<file path="config.mk">
export PLATFORM = sky130hd
export DESIGN_NAME = usb_in_xact
export DESIGN_NICKNAME = d
export VERILOG_FILES = /design/src/rtl/usb_in_pkg.sv /design/src/rtl/usb_crc5.sv /design/src/rtl/usb_toggle_bank.sv /design/src/rtl/usb_ta_timer.sv /design/src/rtl/usb_in_xact.sv
export SDC_FILE = /design/constraint.sdc
export NUM_CORES = 1
export LEC_CHECK = 0
export ABC_AREA = 1
export CAP_MARGIN = 15
export CORE_MARGIN = 3
export CORE_UTILIZATION = 47
export DETAILED_ROUTE_END_ITERATION = 8
export PLACE_DENSITY = 0.86
export SLEW_MARGIN = 20
export SYNTH_ARGS = -nofsm -noshare
export SYNTH_HDL_FRONTEND = slang
export SYNTH_SLANG_ARGS = --single-unit
</file>
<file path="constraint.sdc">
create_clock -name clk -period 1.6 [get_ports clk]
set_input_delay 0.32 -clock clk [delete_from_list [all_inputs] [get_ports clk]]
set_output_delay 0.32 -clock clk [all_outputs]
set_load 0.02 [all_outputs]
</file>
<file path="src/rtl/usb_in_pkg.sv">
package usb_in_pkg;
  localparam int ADDR_W = 7;

  localparam logic [3:0] PID_IN    = 4'b1001;
  localparam logic [3:0] PID_DATA0 = 4'b0011;
  localparam logic [3:0] PID_DATA1 = 4'b1011;
  localparam logic [3:0] PID_NAK   = 4'b1010;
  localparam logic [3:0] PID_STALL = 4'b1110;

  typedef enum logic [3:0] {
    RES_OK      = 4'b0000,
    RES_BADPKT  = 4'b0011,
    RES_NAK     = 4'b0100,
    RES_STALL   = 4'b0101,
    RES_TOGERR  = 4'b0110,
    RES_TIMEOUT = 4'b1110
  } res_t;

  typedef enum logic [1:0] {
    ST_IDLE  = 2'd0,
    ST_TOKEN = 2'd1,
    ST_WAIT  = 2'd2
  } st_t;
endpackage

</file>
<file path="src/rtl/usb_crc5.sv">
module usb_crc5 #(
  parameter int DATA_W = 11
) (
  input  logic [DATA_W-1:0] din,
  output logic [4:0]        crc
);
  logic [4:0] lfsr;
  logic       fb;

  always_comb begin
    lfsr = 5'h1F;
    fb   = 1'b0;
    for (int i = 0; i < DATA_W; i++) begin
      fb   = din[i] ^ lfsr[4];
      lfsr = {lfsr[3:0], 1'b0} ^ (fb ? 5'b00101 : 5'b00000);
    end
    crc = ~lfsr;
  end
endmodule

</file>
<file path="src/rtl/usb_toggle_bank.sv">
module usb_toggle_bank #(
  parameter int EP_W   = 4,
  parameter int NUM_EP = 1 << EP_W
) (
  input  logic            clk,
  input  logic            rst,
  input  logic [EP_W-1:0] ep_sel,
  input  logic            flip,
  output logic            cur
);
  logic [NUM_EP-1:0] tog_q;

  for (genvar i = 0; i < NUM_EP; i++) begin : g_ep
    always_ff @(posedge clk) begin
      if (rst)
        tog_q[i] <= 1'b0;
      else if (flip && (ep_sel == EP_W'(i)))
        tog_q[i] <= ~tog_q[i];
    end
  end

  assign cur = tog_q[ep_sel];
endmodule

</file>
<file path="src/rtl/usb_ta_timer.sv">
module usb_ta_timer #(
  parameter int WIN = 26
) (
  input  logic clk,
  input  logic rst,
  input  logic clr,
  input  logic en,
  output logic expired
);
  localparam int CW = $clog2(WIN + 1);
  logic [CW-1:0] cnt_q;

  always_ff @(posedge clk) begin
    if (rst || clr)
      cnt_q <= '0;
    else if (en)
      cnt_q <= cnt_q + 1'b1;
  end

  assign expired = (cnt_q == CW'(WIN - 1));
endmodule

</file>
<file path="src/rtl/usb_in_xact.sv">
module usb_in_xact
  import usb_in_pkg::*;
#(
  parameter int HALF_BIT_CYC = 2,
  parameter int EP_W         = 4
) (
  input  logic                 clk,
  input  logic                 rst,
  input  logic                 cfg_wr,
  input  logic                 cfg_sel,
  input  logic [7:0]           cfg_wdata,
  output logic                 tok_valid,
  output logic [7:0]           tok_pid,
  output logic [ADDR_W-1:0]    tok_addr,
  output logic [EP_W-1:0]      tok_ep,
  output logic [4:0]           tok_crc5,
  input  logic                 rx_valid,
  input  logic [3:0]           rx_pid,
  input  logic                 rx_err,
  output logic                 hs_ack,
  output logic                 data_avail,
  output logic                 xfer_done,
  output logic [3:0]           result,
  output logic                 busy
);
  localparam int WIN    = 13 * HALF_BIT_CYC;
  localparam int NUM_EP = 1 << EP_W;

  st_t                 state_q;
  logic [ADDR_W-1:0]   addr_q;
  logic [EP_W-1:0]     ep_q;
  logic [4:0]          crc_w;
  logic                tog_cur;
  logic                expired;
  logic                start;
  logic                rx_take;

  res_t                cls_res;
  logic                cls_ack;
  logic                cls_commit;

  logic                tok_valid_q, hs_ack_q, data_avail_q, done_q, busy_q;
  logic [ADDR_W-1:0]   tok_addr_q;
  logic [EP_W-1:0]     tok_ep_q;
  logic [4:0]          tok_crc_q;
  res_t                result_q;

  assign start   = cfg_wr && cfg_sel && (cfg_wdata[7:EP_W] == '0) && (state_q == ST_IDLE);
  assign rx_take = rx_valid && (state_q == ST_WAIT);

  usb_crc5 #(.DATA_W(ADDR_W + EP_W)) u_crc (
    .din ({ep_q, addr_q}),
    .crc (crc_w)
  );

  usb_toggle_bank #(.EP_W(EP_W), .NUM_EP(NUM_EP)) u_tog (
    .clk    (clk),
    .rst    (rst),
    .ep_sel (ep_q),
    .flip   (rx_take && cls_commit),
    .cur    (tog_cur)
  );

  usb_ta_timer #(.WIN(WIN)) u_tmr (
    .clk     (clk),
    .rst     (rst),
    .clr     (state_q == ST_TOKEN),
    .en      (state_q == ST_WAIT),
    .expired (expired)
  );

  // Reply classification
  always_comb begin
    cls_res    = RES_BADPKT;
    cls_ack    = 1'b0;
    cls_commit = 1'b0;
    if (rx_pid == PID_DATA0 || rx_pid == PID_DATA1) begin
      if (rx_err) begin
        cls_res = RES_BADPKT;
      end else if (rx_pid[3] == tog_cur) begin
        cls_res    = RES_OK;
        cls_ack    = 1'b1;
        cls_commit = 1'b1;
      end else begin
        cls_res = RES_TOGERR;
        cls_ack = 1'b1;
      end
    end else if (rx_err) begin
      cls_res = RES_BADPKT;
    end else if (rx_pid == PID_NAK) begin
      cls_res = RES_NAK;
    end else if (rx_pid == PID_STALL) begin
      cls_res = RES_STALL;
    end
  end

  always_ff @(posedge clk) begin
    if (rst) begin
      state_q      <= ST_IDLE;
      addr_q       <= '0;
      ep_q         <= '0;
      tok_valid_q  <= 1'b0;
      tok_addr_q   <= '0;
      tok_ep_q     <= '0;
      tok_crc_q    <= '0;
      hs_ack_q     <= 1'b0;
      data_avail_q <= 1'b0;
      done_q       <= 1'b0;
      busy_q       <= 1'b0;
      result_q     <= RES_OK;
    end else begin
      tok_valid_q  <= 1'b0;
      hs_ack_q     <= 1'b0;
      data_avail_q <= 1'b0;
      done_q       <= 1'b0;
      if (cfg_wr && !cfg_sel)
        addr_q <= cfg_wdata[ADDR_W-1:0];
      case (state_q)
        ST_IDLE: begin
          if (start) begin
            ep_q    <= cfg_wdata[EP_W-1:0];
            busy_q  <= 1'b1;
            state_q <= ST_TOKEN;
          end
        end
        ST_TOKEN: begin
          tok_valid_q <= 1'b1;
          tok_addr_q  <= addr_q;
          tok_ep_q    <= ep_q;
          tok_crc_q   <= crc_w;
          state_q     <= ST_WAIT;
        end
        ST_WAIT: begin
          if (rx_valid) begin
            result_q     <= cls_res;
            hs_ack_q     <= cls_ack;
            data_avail_q <= cls_commit;
            done_q       <= 1'b1;
            busy_q       <= 1'b0;
            state_q      <= ST_IDLE;
          end else if (expired) begin
            result_q <= RES_TIMEOUT;
            done_q   <= 1'b1;
            busy_q   <= 1'b0;
            state_q  <= ST_IDLE;
          end
        end
        default: state_q <= ST_IDLE;
      endcase
    end
  end

  assign tok_valid  = tok_valid_q;
  assign tok_pid    = {~PID_IN, PID_IN};
  assign tok_addr   = tok_addr_q;
  assign tok_ep     = tok_ep_q;
  assign tok_crc5   = tok_crc_q;
  assign hs_ack     = hs_ack_q;
  assign data_avail = data_avail_q;
  assign xfer_done  = done_q;
  assign result     = result_q;
  assign busy       = busy_q;
endmodule

</file>
# Word-level counts from Yosys, hierarchy flattened
# Cells that the tools add are included.
# classes
n_addsub,1
magnitude_cmp,1
eq_ne,25
n_mux,36
bitwise,41
reduce_logical,37
# op_table
op,n
XOR 5 bit,10
2-to-1 mux 3 bit,16
== test 4 bit (second input constant),11
logical AND 1 bit,22
NOT 1 bit,19
== test 4 x 3 -> 1 bit (second input constant),4
== test 4 x 2 -> 1 bit (second input constant),3
2-to-1 mux 4 bit,3
2-to-1 mux 1 bit,11
XOR 1 bit,10
logical NOT 4 bit,2
2-to-1 mux 2 bit,3
case mux 2 bit (3 select lines),1
AND reduction 2 bit,3
adder 5 x 1 -> 5 bit (second input constant),1
== test 5 bit (second input constant),1
< comparator 4 x 5 -> 1 bit (second input constant),1
NOT 5 bit,1
binary-select mux 1 bit (select 4 bit),1
== test 4 x 1 -> 1 bit (second input constant),1
NOT 4 bit,1
nonzero test 2 bit,2
OR reduction 4 bit,1
!= test 3 bit (second input constant),1
other kinds (11),12
# word_totals
ff_bits,59
inputBits,18
output_inout_bits,33
word_cells,170

# Logic depth before layout (Yosys ltp)
# Gate-level depths: netlist of run 1.
# depth
depth_word,33
depth_mapped,16
depth_no_buf,14

# Cells and area by module
# A second synthesis of run 1 with hierarchy kept.
# unflattened
hier_cells,428
area_unflattened_um2,3009.1
# by_module_without_submodules
mod,instances,cells_each,area_each_um2,seq_area_each_um2
usb_in_xact,1,206,1534.0,760.7
usb_toggle_bank,1,132,943.4,320.3
usb_crc5,1,57,294.0,0.0
usb_ta_timer,1,33,237.7,100.1

# Least setup slack after synthesis of run 1
# No wires, ideal clock.
# synth_path
path_type,reg2reg
start,register ep_q[1]
end,register u_tog.tog_q[12]
setup_time_ns,0.116
arrival_ns,1.551
required_time_ns,1.484
slack_ns,-0.067
stages_incl_launch_ff,14
n_path_buf,2
synth_period_minus_slack_ns,1.667
path_cell_list,dfxtp_1 > buf_12 > bufinv_8 > nand2_1 > nand2_1 > nand2_1 > nand2_2 > o21ai_2 > nand3_2 > nor2_4 > buf_6 > nand3_1 > nand2_1 > nor2_2
# synth_via
elab_chain_cells,8
word_cells_on_any_way,9
classes_between,2 x eq/ne; 5 x mux; 2 x reduce/logical
# synth_lines
element,line_no,source
start: declaration,usb_in_xact.sv:31,logic [EP_W-1:0] ep_q;
start signal: assignment,usb_in_xact.sv:121,ep_q <= cfg_wdata[EP_W-1:0];
binary-select mux 1 bit (select 4 bit),usb_toggle_bank.sv:22,assign cur = tog_q[ep_sel];
2-to-1 mux 1 bit (not written as such),usb_toggle_bank.sv:22,
== test 1 bit,usb_in_xact.sv:80,end else if (rx_pid[3] == tog_cur) begin
2-to-1 mux 1 bit,usb_in_xact.sv:80,
2-to-1 mux 1 bit,usb_in_xact.sv:78,if (rx_err) begin
2-to-1 mux 1 bit,usb_in_xact.sv:77,if (rx_pid == PID_DATA0 || rx_pid == PID_DATA1) begin
logical AND 1 bit,usb_in_xact.sv:60,".flip (rx_take && cls_commit),"
logical AND 1 bit *,usb_toggle_bank.sv:17,else if (flip && (ep_sel == EP_W'(i)))
end signal: indexed assignment,usb_toggle_bank.sv:18,tog_q[i] <= ~tog_q[i];
end: declaration,usb_toggle_bank.sv:11,logic [NUM_EP-1:0] tog_q;
# Mark *: on every way between the ends. The rest lies on a longest branch, timed or not. The select of a mux whose other input is x is not followed.
# A chain may end at the register's enable or synchronous reset.

# Worst setup path after layout of run 1
# layout_path
start,register ep_q[0]
end,register u_tog.tog_q[0]
# The elaborated chain is that of the path after synthesis.

==> impl_metrics.csv, run 1 <==
group,metric,value,unit
outcome,outcome,"complete, but fails checks",
outcome,failed_checks,"negative setup slack",
logic_synthesis,synth_most_common_cell,"nand2_1",
clock_network,numCtsBuffers,9,
timing,hold_ws,0.470,ns
worst_setup_path,path_cells,"buf_6 -> nand2_1 -> nand2_1 -> nand2_1 -> nand2_1 -> nand2_1 -> nand2_2 -> o21ai_2 -> nand3_2 -> nor2_4 -> clkbuf_16 -> nand3_1 -> nand2_1 -> nor2_1",
worst_setup_path,critical_path_buf_inv_count,2,
clock_network,h-tree-depth,3,
power_and_ir_drop,p_sw_share,23.1,%
final_layout,drive_gt1_share,16.3,%
routing,drc_errors,0,
routing,wire_per_inst,13.9,µm
logic_synthesis,ys_top_cells_by_area,"dfxtp_1 42%, nand2_1 10%, nor2_1 7.5%, nand3_1 6.4%, o21ai_0 4.8%",
logic_synthesis,yosys_warnings,0,
routing,first_pass_iters,4,
routing,ant_nets,0,
hold_path,hold_end,"tok_crc5[1]$_SDFFE_PP0P_",
clock_network,clock-sinks,59,
flow_run,maxCapViolCount,0,
place,post-dp-hpwl,4.72,mm
timing,hold_viol,0,
power_and_ir_drop,p_switching,0.000798,W
die,rows,27,
timing,worst_clock_skew,0.0102,ns
final_layout,nFillCells,422,
grt,grt_pass1_vias,2660,
die,die_x,83.2,µm
worst_setup_path,r2r_end,"u_tog.tog_q[0]$_SDFFE_PP0P_",
power_and_ir_drop,vdd_drop_max,0.659,mV
clock_network,cts_tree,"done",
logic_synthesis,ys_types,33,
grt,grt_pass1_wl,11.6,mm
worst_setup_path,cpLargestDelayFamily,"simple AND/OR/NAND/NOR gates",
final_layout,fin_util,66.8,%
worst_setup_path,critical_path_class,"reg -> reg",
logic_synthesis,synth_ff_type,"dfxtp_1",
worst_setup_path,worst_r2r_path_depth,14,
logic_synthesis,postSynthCellCount,385,
logic_synthesis,synth_top_cell_by_area,"dfxtp_1",
logic_synthesis,synth_edf_count,0,
power_and_ir_drop,p_per_area,919,nW/µm²
die,die-area,6910,µm²
hold_path,worstHoldStart,"tok_crc5[1]$_SDFFE_PP0P_",
worst_setup_path,required,1.85,ns
worst_setup_path,cpMaxStageDelayCell,"dfxtp_4",
worst_setup_path,regToRegStartpoint,"ep_q[0]$_SDFFE_PP0P_",
power_and_ir_drop,p_int,0.00266,W
timing,fmax,516,MHz
grt,antenna_found_initial,0,
timing,slew_violations,0,
logic_synthesis,synth_top_area_share,42.2,%
place,place_ws,-0.398,ns
worst_setup_path,worstPathMaxFanout,8,
power_and_ir_drop,p_seq_share,43.3,%
final_layout,register_area,1190,µm²
logic_synthesis,synth_area,2800,µm²
hold_path,hp-class,"reg -> reg",
power_and_ir_drop,leakage,1.76,nW
die,core,5640,µm²
clock_network,clock-root-buffer,"clkbuf_8",
die,die_y,83.2,µm
routing,drt-total-wl,7.41,mm
timing,min_period_over_period,121,%
timing,worst_slack,-0.339,ns
power_and_ir_drop,comb_power_share,8.8,%
logic_synthesis,avgSynthCellArea,7.27,µm²
place,place.gp.congestion,0.866,
place,placed_cells,512,
final_layout,multi_input_area,1370,µm²
place,io_buffers,42,
worst_setup_path,endpoint_kind,"register",
routing,drt_iter0_markers,162,
worst_setup_path,cp-start-kind,"register",
worst_setup_path,rrSetupSlack,-0.34,ns
logic_synthesis,synth-async-reset-ratio,0,%
routing,vias,2770,
clock_network,clockBufferDepth,2,
timing,setup_violations,18,
logic_synthesis,ys_ff_latch,59,
worst_setup_path,cpPeakStageDelay,0.39,ns
final_layout,layout.nets,475,
clock_network,path_clk_slew,0.07,ns
routing,vias_per_cell,5.21,
logic_synthesis,synth_commonest_cells,"78 x nand2_1, 59 x dfxtp_1, 56 x nor2_1",
die,initial_core_util,49.6,%
clock_network,clock_latency,0.35,ns
grt,grt_use_total,20.8,%
final_layout,antennaDiodeCount,0,
worst_setup_path,cpMostUsedCell,"nand2_1",
grt,grt-ovfl-total,0,
worst_setup_path,critPathArrivalTime,2.19,ns
power_and_ir_drop,clkPwrFrac,47.9,%
final_layout,finalNonFillerCells,532,
logic_synthesis,ys_seq_area_share,42.2,%
timing,fin_crit,1.94,ns
die,ioPinCount,51,
grt,grt_max_degree,33,
timing,rsz0062_at_grt,"yes",
final_layout,area_delta_synth_final,34.6,%
hold_path,whs_path_depth,2,
==> power groups by stage <==
stage | logic [W] | registers (W) | clock network, W
global placement | 0.000286 | 0.00153 | 0
detailed placement | 0.000291 | 0.00153 | 0
CTS | 0.000296 | 0.00150 | 0.00167
finish | 0.000303 | 0.00150 | 0.00166
global route | 0.000330 | 0.00150 | 0.00175
floorplan | 0.000197 | 0.00153 | 0
==> cells in the final DEF, fill, tap and decap left out, types with 2 or more instances in the layout <==
cell type	n
nand2_2	9
buf_6	3
buf_4	26
a31oi_1	2
nor3_1	2
conb_1	8
nand3_2	4
dfxtp_1	57
clkbuf_16	2
clkbuf_8	9
dlymetal6s2s_1	4
dlygate4sd2_1	21
nand2_1	72
o21ai_0	25
nor2_2	4
ha_1	2
o21ai_1	2
xnor2_1	9
xor2_1	9
bufinv_16	3
nor2_1	53
nand4_1	2
a21oi_1	24
clkinvlp_4	2
nand3_1	33
inv_1	33
clkdlybuf4s50_1	17
nor4_1	2
nor3b_1	3
buf_12	2
==> cell type report <==
class / instances / share of cell area (%)
Clock buffer: 10 / 3.39
Clock inverter: 6 / 3.02
Inverter: 37 / 4.02
Multi-Input combinational cell: 273 / 36.5
Sequential cell: 59 / 31.5
Tap cell: 72 / 2.39
Timing Repair Buffer: 75 / 19.2
==> per-layer routing <==
metal	wire length (µm)	track usage, %	vias to the layer above
li1	-	-	1359
met1	2940	22.5	1310
met2	3950	38.1	80
met3	333	5.36	21
met4	179	8.62	0
met5	0	0	-
==> worst max path at each step <==
| stage | start | endpoint | slack (ns) | cells after the start |
|---|---|---|---|---|
| 6_report | ep_q[0]$_SDFFE_PP0P_ | u_tog.tog_q[0]$_SDFFE_PP0P_ | -0.34 | 14 |
| 5_1_grt | ep_q[0]$_SDFFE_PP0P_ | u_tog.tog_q[0]$_SDFFE_PP0P_ | -0.50 | 14 |
| 4_1_cts | ep_q[0]$_SDFFE_PP0P_ | u_tog.tog_q[8]$_SDFFE_PP0P_ | -0.22 | 15 |
| 3_5_place_dp | cfg_wdata[4] | ep_q[1]$_SDFFE_PP0P_ | -0.40 | 7 |
| 3_3_place_gp | cfg_wdata[5] | ep_q[0]$_SDFFE_PP0P_ | -0.32 | 7 |
| 2_1_floorplan | ep_q[0]$_SDFFE_PP0P_ | u_tog.tog_q[4]$_SDFFE_PP0P_ | -0.05 | 15 |
==> metrics by stage <==
stage / total power, W / instance area [µm²] / setup TNS (ns)
floorplan: 0.00173 / 2820 / -0.642
global placement: 0.00182 / 3410 / -5.72
detailed placement: 0.00182 / 3410 / -6.95
CTS: 0.00346 / 3630 / -3.05
global route: 0.00358 / 3770 / -7.19
finish: 0.00346 / 3770 / -4.56
==> worst min-delay path: cells and delay by family, from the launching register on <==
kind,cells,cell delay (ns)
simple gates,2,0.12
flops,1,0.31
==> cells by family after synthesis <==
logic type,synth area share [%]
compound gates,10.9
xor+xnor,5.64
fa+ha+maj,0.894
buf+inv,11.4
flops,42.2
mux,0.358
other cells,0.268
simple gates,28.3
==> flip-flops by register name, indices dropped and copies added, names as in the netlist <==
| register | count |
|---|---|
| addr_q | 7 |
| tok_addr | 7 |
| result | 4 |
| tok_ep | 4 |
| xfer_done | 1 |
| hs_ack | 1 |
| data_avail | 1 |
| tok_valid | 1 |
| u_tmr.cnt_q | 5 |
| state_q | 2 |
| u_tog.tog_q | 16 |
| busy | 1 |
| tok_crc5 | 5 |
| ep_q | 4 |
==> repair_timing <==
item                                    in CTS  in global routing
setup buffers                                0                  2
pin swaps                                    0                  7
resized for setup                           26                 22
hold buffers                                 0                  0
gates cloned                                 0                  2
endpoints found under the setup margin      41                 24
No activity file was read; power rests on OpenSTA's default activity.
==> run 2: changes to the inputs <==
CORE_ASPECT_RATIO = 0.7   (was not set)
==> run 2 against run 1 <==
The run still ends with negative setup slack left. Clock power fell by 18%. Wire length about the same. Clock skew down 0.0055 ns. Non-clock buffer count rose by 9. Combinational power grew 3%. Global-route usage decreased by 0.64 points. Sequential power about the same. Worst hold slack gained 0.0020 ns. Design area up 2.1%. Critical endpoint is now u_tog.tog_q[10]$_SDFFE_PP0P_. Largest cell class unchanged.
==> impl_metrics.csv, run 2 (synthesis results as in run 1) <==
group,metric,value,unit
power_and_ir_drop,p_switching,0.000778,W
grt,antenna_found_initial,0,
final_layout,largest_register_ffs,16,
flow_run,maxCapViolCount,0,
routing,first_pass_iters,5,
worst_setup_path,rrSetupSlack,-0.31,ns
timing,hold_ws,0.472,ns
outcome,failed_checks,"negative setup slack",
die,ioPinCount,51,
power_and_ir_drop,p_sw_share,24.6,%
timing,worst_slack,-0.307,ns
power_and_ir_drop,comb_power_share,9.8,%
routing,drt_iter0_markers,213,
final_layout,antennaDiodeCount,0,
final_layout,fin_util,70.2,%
power_and_ir_drop,vdd_drop_max,0.500,mV
routing,ant_nets,0,
power_and_ir_drop,p_per_area,823,nW/µm²
timing,slew_violations,0,
timing,rsz0062_at_grt,"yes",
power_and_ir_drop,clkPwrFrac,42.8,%
die,die_y,70.6,µm
clock_network,clock_latency,0.35,ns
clock_network,clock-root-buffer,"clkbuf_8",
clock_network,clock-sinks,59,
die,die_x,98.2,µm
place,post-dp-hpwl,4.86,mm
final_layout,drive_gt1_share,19.8,%
grt,grt-ovfl-total,0,
hold_path,hp-class,"reg -> reg",
final_layout,area_delta_synth_final,37.4,%
worst_setup_path,critical_path_class,"reg -> reg",
clock_network,cts_tree,"done",
timing,worst_clock_skew,0.00467,ns
power_and_ir_drop,p_seq_share,47.3,%
clock_network,path_clk_slew,0.07,ns
grt,grt_pass1_vias,2561,
worst_setup_path,worstPathMaxFanout,8,
place,io_buffers,42,
worst_setup_path,required,1.84,ns
final_layout,most-common-layout-cells,"66 x nand2_1, 57 x dfxtp_1, 55 x nor2_1",
power_and_ir_drop,p_int,0.00239,W
worst_setup_path,cp-start-kind,"register",
clock_network,clockBufferDepth,2,
clock_network,h-tree-depth,3,
routing,wire_per_inst,13.7,µm
die,die-area,6930,µm²
die,initial_core_util,51.1,%
power_and_ir_drop,leakage,1.76,nW
timing,hold_viol,0,
die,core,5480,µm²
timing,min_period_over_period,119,%
grt,grt_pass1_wl,11.4,mm
final_layout,regMostFlops,"u_tog.tog_q",
routing,drt-total-wl,7.40,mm
timing,fmax,524,MHz
place,place.gp.congestion,0.899,
routing,drc_errors,0,
timing,fin_crit,1.91,ns
grt,grt_max_degree,44,
grt,grt_use_total,20.2,%
routing,vias_per_cell,5.18,
outcome,outcome,"complete, but fails checks",
final_layout,layout.nets,484,
final_layout,mostFrequentLayoutCell,"nand2_1",
timing,setup_violations,17,
worst_setup_path,critPathArrivalTime,2.15,ns
routing,vias,2804,
clock_network,numCtsBuffers,9,
die,rows,22,
worst_setup_path,endpoint_kind,"register",
## run 2: changes by cell type in the layout (fill, tap and decap cells not counted), sizes merged
cell	previous run	this run
buf	31	40
clkdlybuf4s50	17	19
clkbuf	12	13
dlygate4sd2	21	22
clkinvlp	2	1
dlymetal6s2s	4	1
clkinv	2	4
bufinv	3	1
## run 2: critical path: stages (launching register included)
cell       delay, ns
dfxtp_4         0.38
buf_12          0.15
nand2_4         0.04
nand2_1         0.05
nand2_1         0.07
nand2_2         0.05
nand2_2         0.07
nand2_4         0.07
o21ai_4         0.18
nand3_4         0.10
nor2_4          0.23
clkbuf_16       0.22
nand3_2         0.06
nand2_1         0.06
nor2_1          0.04
## run 2: cell type report
cell class	instances	area, µm²
fillers	432	1630
multi-input cells	273	1430
flip-flops and latches	59	1190
repair buffers	84	791
inverters	37	149
clock buffers	11	141
well taps	72	90.1
clock inverters	5	52.6
## run 2: path summary, 6_finish.rpt
check,to,startpoint,cells after the start
setup / recovery,u_tog.tog_q[10]$_SDFFE_PP0P_,ep_q[0]$_SDFFE_PP0P_,14
hold / removal,tok_addr[0]$_SDFFE_PP0P_,tok_addr[0]$_SDFFE_PP0P_,2
setup reg to reg,u_tog.tog_q[10]$_SDFFE_PP0P_,ep_q[0]$_SDFFE_PP0P_,14
hold reg to reg,tok_addr[0]$_SDFFE_PP0P_,tok_addr[0]$_SDFFE_PP0P_,2
## run 2: metal layers
metal | vias up | wire length (µm) | track usage (%)
met4 | 0 | 139 | 6.97
met1 | 1289 | 3260 | 26.0
met2 | 124 | 3350 | 32.2
met3 | 19 | 648 | 6.60
met5 | - | 0 | 0
li1 | 1372 | - | -
## run 2: what timing repair did
item,in CTS,in global routing
resized for setup,25,30
pin swaps,0,21
buffers inserted,0,5
gates cloned,0,3
endpoints found under the setup margin,41,25
hold buffers,0,0
## run 2: power by group through the flow
stage / Clock, W / Sequential, W / Combinational, W
final: 0.00136 / 0.00150 / 0.000311
after global routing: 0.00143 / 0.00150 / 0.000342
after CTS: 0.00136 / 0.00150 / 0.000295
after detailed placement: 0 / 0.00153 / 0.000293
after global placement: 0 / 0.00153 / 0.000285
after floorplan: 0 / 0.00153 / 0.000197
## run 2: through the flow
step                      setup WS, ns  setup TNS [ns]  instances  cell area (µm²)  total power (W)
after floorplan                -0.0467          -0.642        391             2820          0.00173
after global placement          -0.399           -6.45        517             3460          0.00182
after detailed placement        -0.385           -7.48        517             3460          0.00183
after CTS                       -0.231           -3.44        533             3630          0.00315
after global routing            -0.401           -6.50        541             3840          0.00327
final                           -0.307           -4.44        541             3840          0.00316
==> run 3: changes to the inputs <==
CORE_MARGIN = not set   (was 3)
==> run 3 against run 2 <==
The flow finishes with violations (design-rule violations, negative setup slack). Cell count rose by 0.74%. Sequential power barely moved. Critical path depth rose by 1. Die area fell by 9.5%. Wire length rose by 7.1%. Combinational power rose by 5%. Maximum frequency rose by 0.24%. Sequential share of layout area fell by 0.18 points. Utilization fell by 2.7 points. Design area rose by 0.59%. Non-clock buffer count rose by 1.
==> impl_metrics.csv, run 3 (synthesis results as in run 1) <==
group,metric,value,unit
grt,grtUsageMet1,29.2,%
flow_run,maxCapViolCount,0,
power_and_ir_drop,p_seq_share,45.5,%
clock_network,h-tree-depth,3,
clock_network,clock-root-buffer,"clkbuf_8",
grt,grt_pass1_wl,11.8,mm
grt,grt_max_degree,31,
worst_setup_path,required,1.85,ns
worst_setup_path,critical_path_buf_inv_count,2,
final_layout,most-common-layout-cells,"76 x nand2_1, 57 x dfxtp_1, 55 x nor2_1",
place,io_buffers,42,
final_layout,drive_gt1_share,21.1,%
timing,fin_tns_setup,-5.02,ns
routing,ant_nets,0,
power_and_ir_drop,vdd_drop_max,0.458,mV
routing,drt-total-wl,7.93,mm
power_and_ir_drop,clkPwrFrac,44.5,%
power_and_ir_drop,p_int,0.00247,W
routing,vias_per_cell,5.32,
worst_setup_path,cpLargestDelayFamily,"simple AND/OR/NAND/NOR gates",
die,initial_core_util,48.9,%
hold_path,hp-class,"in -> reg",
grt,met2_usage,42.8,%
power_and_ir_drop,p_switching,0.000821,W
worst_setup_path,cpPeakStageDelay,0.41,ns
die,die_y,66.6,µm
outcome,outcome,"complete, but fails checks",
grt,grt_pass1_vias,2650,
worst_setup_path,cpMostUsedCell,"nand2_1",
power_and_ir_drop,total_power,0.00330,W
timing,min_period_over_period,119,%
die,die_x,94.2,µm
outcome,failed_checks,"design-rule violations, negative setup slack",
place,post-dp-hpwl,4.68,mm
worst_setup_path,cp-start-kind,"register",
power_and_ir_drop,comb_power_share,10.0,%
grt,antenna_found_initial,0,
final_layout,fin_util,67.5,%
final_layout,mostFrequentLayoutCell,"nand2_1",
place,placed_cells,517,
worst_setup_path,cpMaxStageDelayCell,"dfxtp_4",
final_layout,layout.nets,485,
power_and_ir_drop,p_sw_share,24.9,%
timing,setup_violations,19,
die,ioPinCount,51,
timing,rsz0062_at_grt,"yes",
final_layout,antennaDiodeCount,0,
die,die-area,6270,µm²
power_and_ir_drop,p_per_area,853,nW/µm²
worst_setup_path,rrSetupSlack,-0.30,ns
routing,wire_per_inst,14.5,µm
final_layout,largest_register_ffs,16,
final_layout,finalNonFillerCells,545,
clock_network,clockBufferDepth,2,
routing,drt_iter0_markers,211,
routing,vias,2899,
final_layout,nFillCells,441,
routing,drc_errors,2,
clock_network,cts_tree,"done",
timing,slew_violations,0,
timing,worst_clock_skew,0.00406,ns
timing,fin_crit,1.90,ns
worst_setup_path,critPathArrivalTime,2.15,ns
timing,fmax,526,MHz
worst_setup_path,path_cells,"buf_6 -> nand2_1 -> nand2_1 -> nand2_1 -> nand2_1 -> nand2_2 -> nand2_4 -> nor2_2 -> nand2_1 -> nand3_2 -> nor2_4 -> buf_6 -> nand3_2 -> nand2_1 -> nor2_1",
grt,grt_use_total,25.5,%
final_layout,regMostFlops,"u_tog.tog_q",
timing,worst_slack,-0.302,ns
grt,grt_use_met3,7.76,%
clock_network,numCtsBuffers,9,
die,rows,23,
place,place.gp.congestion,0.913,
clock_network,clock-sinks,59,
worst_setup_path,worstPathMaxFanout,8,
grt,grt-ovfl-total,0,
clock_network,path_clk_slew,0.07,ns
final_layout,area_delta_synth_final,38.2,%
power_and_ir_drop,leakage,1.82,nW
worst_setup_path,critical_path_class,"reg -> reg",
routing,first_pass_iters,7,
grt,gr-max-usage-layer,"met2",
die,core,5730,µm²
timing,hold_viol,0,
clock_network,clock_latency,0.35,ns
worst_setup_path,endpoint_kind,"register",
## run 3: cell count changes in the layout (fill, tap and decap cells not counted), moves of 8 or more
cell,delta
a21oi_1,-12
nand2_2,-8
nand2_1,+10
a21oi_2,+12
## run 3: worst min-delay path: stages
cell and delay, ns:
dlymetal6s2s_1 0.11, o21ai_0 0.09, a21oi_1 0.11
## run 3: cell type report
type	count	area, µm²	area share (%)
sequential	59	1190	30.7
clock buffer	12	165	4.27
multi-input combinational	273	1450	37.6
timing repair buffer	85	769	19.9
inverter	37	151	3.92
clock inverter	4	47.5	1.23
tap	75	93.8	2.43
## run 3: per-stage QoR
step | area, µm² | worst slack (ns) | hold WS, ns
after CTS | 3810 | -0.197 | 0.474
after global routing | 3870 | -0.419 | 0.364
after detailed placement | 3430 | -0.443 | 0.466
final | 3870 | -0.302 | 0.309
after global placement | 3430 | -0.401 | 0.459
after floorplan | 2820 | -0.0467 | 0.389
## run 3: timing repair
action	in CTS	in global routing
pin swaps	10	21
hold buffers	0	0
gates resized for setup	45	29
setup buffers	8	5
setup endpoints to repair	43	27
cloned	2	0
## run 3: final timing paths
kind | startpoint | endpoint | cells after the start
max | ep_q[0]$_SDFFE_PP0P_ | u_tog.tog_q[2]$_SDFFE_PP0P_ | 15
min | cfg_wdata[6] | addr_q[6]$_SDFFE_PP0P_ | 3
max reg2reg | ep_q[0]$_SDFFE_PP0P_ | u_tog.tog_q[2]$_SDFFE_PP0P_ | 15
min reg2reg | result[3]$_SDFFE_PP0P_ | result[3]$_SDFFE_PP0P_ | 2
## run 3: power by group through the flow
stage               clock network, W  logic, W  registers, W
detailed placement                 0  0.000293       0.00153
global placement                   0  0.000283       0.00153
global route                 0.00154  0.000350       0.00150
finish                       0.00147  0.000328       0.00150
CTS                          0.00147  0.000312       0.00150
floorplan                          0  0.000197       0.00153
## run 3: layer usage
layer | part of all wire [%] | vias up
met5 | 0 | -
met4 | 3.7 | 0
met3 | 7.6 | 33
met2 | 48 | 163
met1 | 40 | 1332
li1 | - | 1371
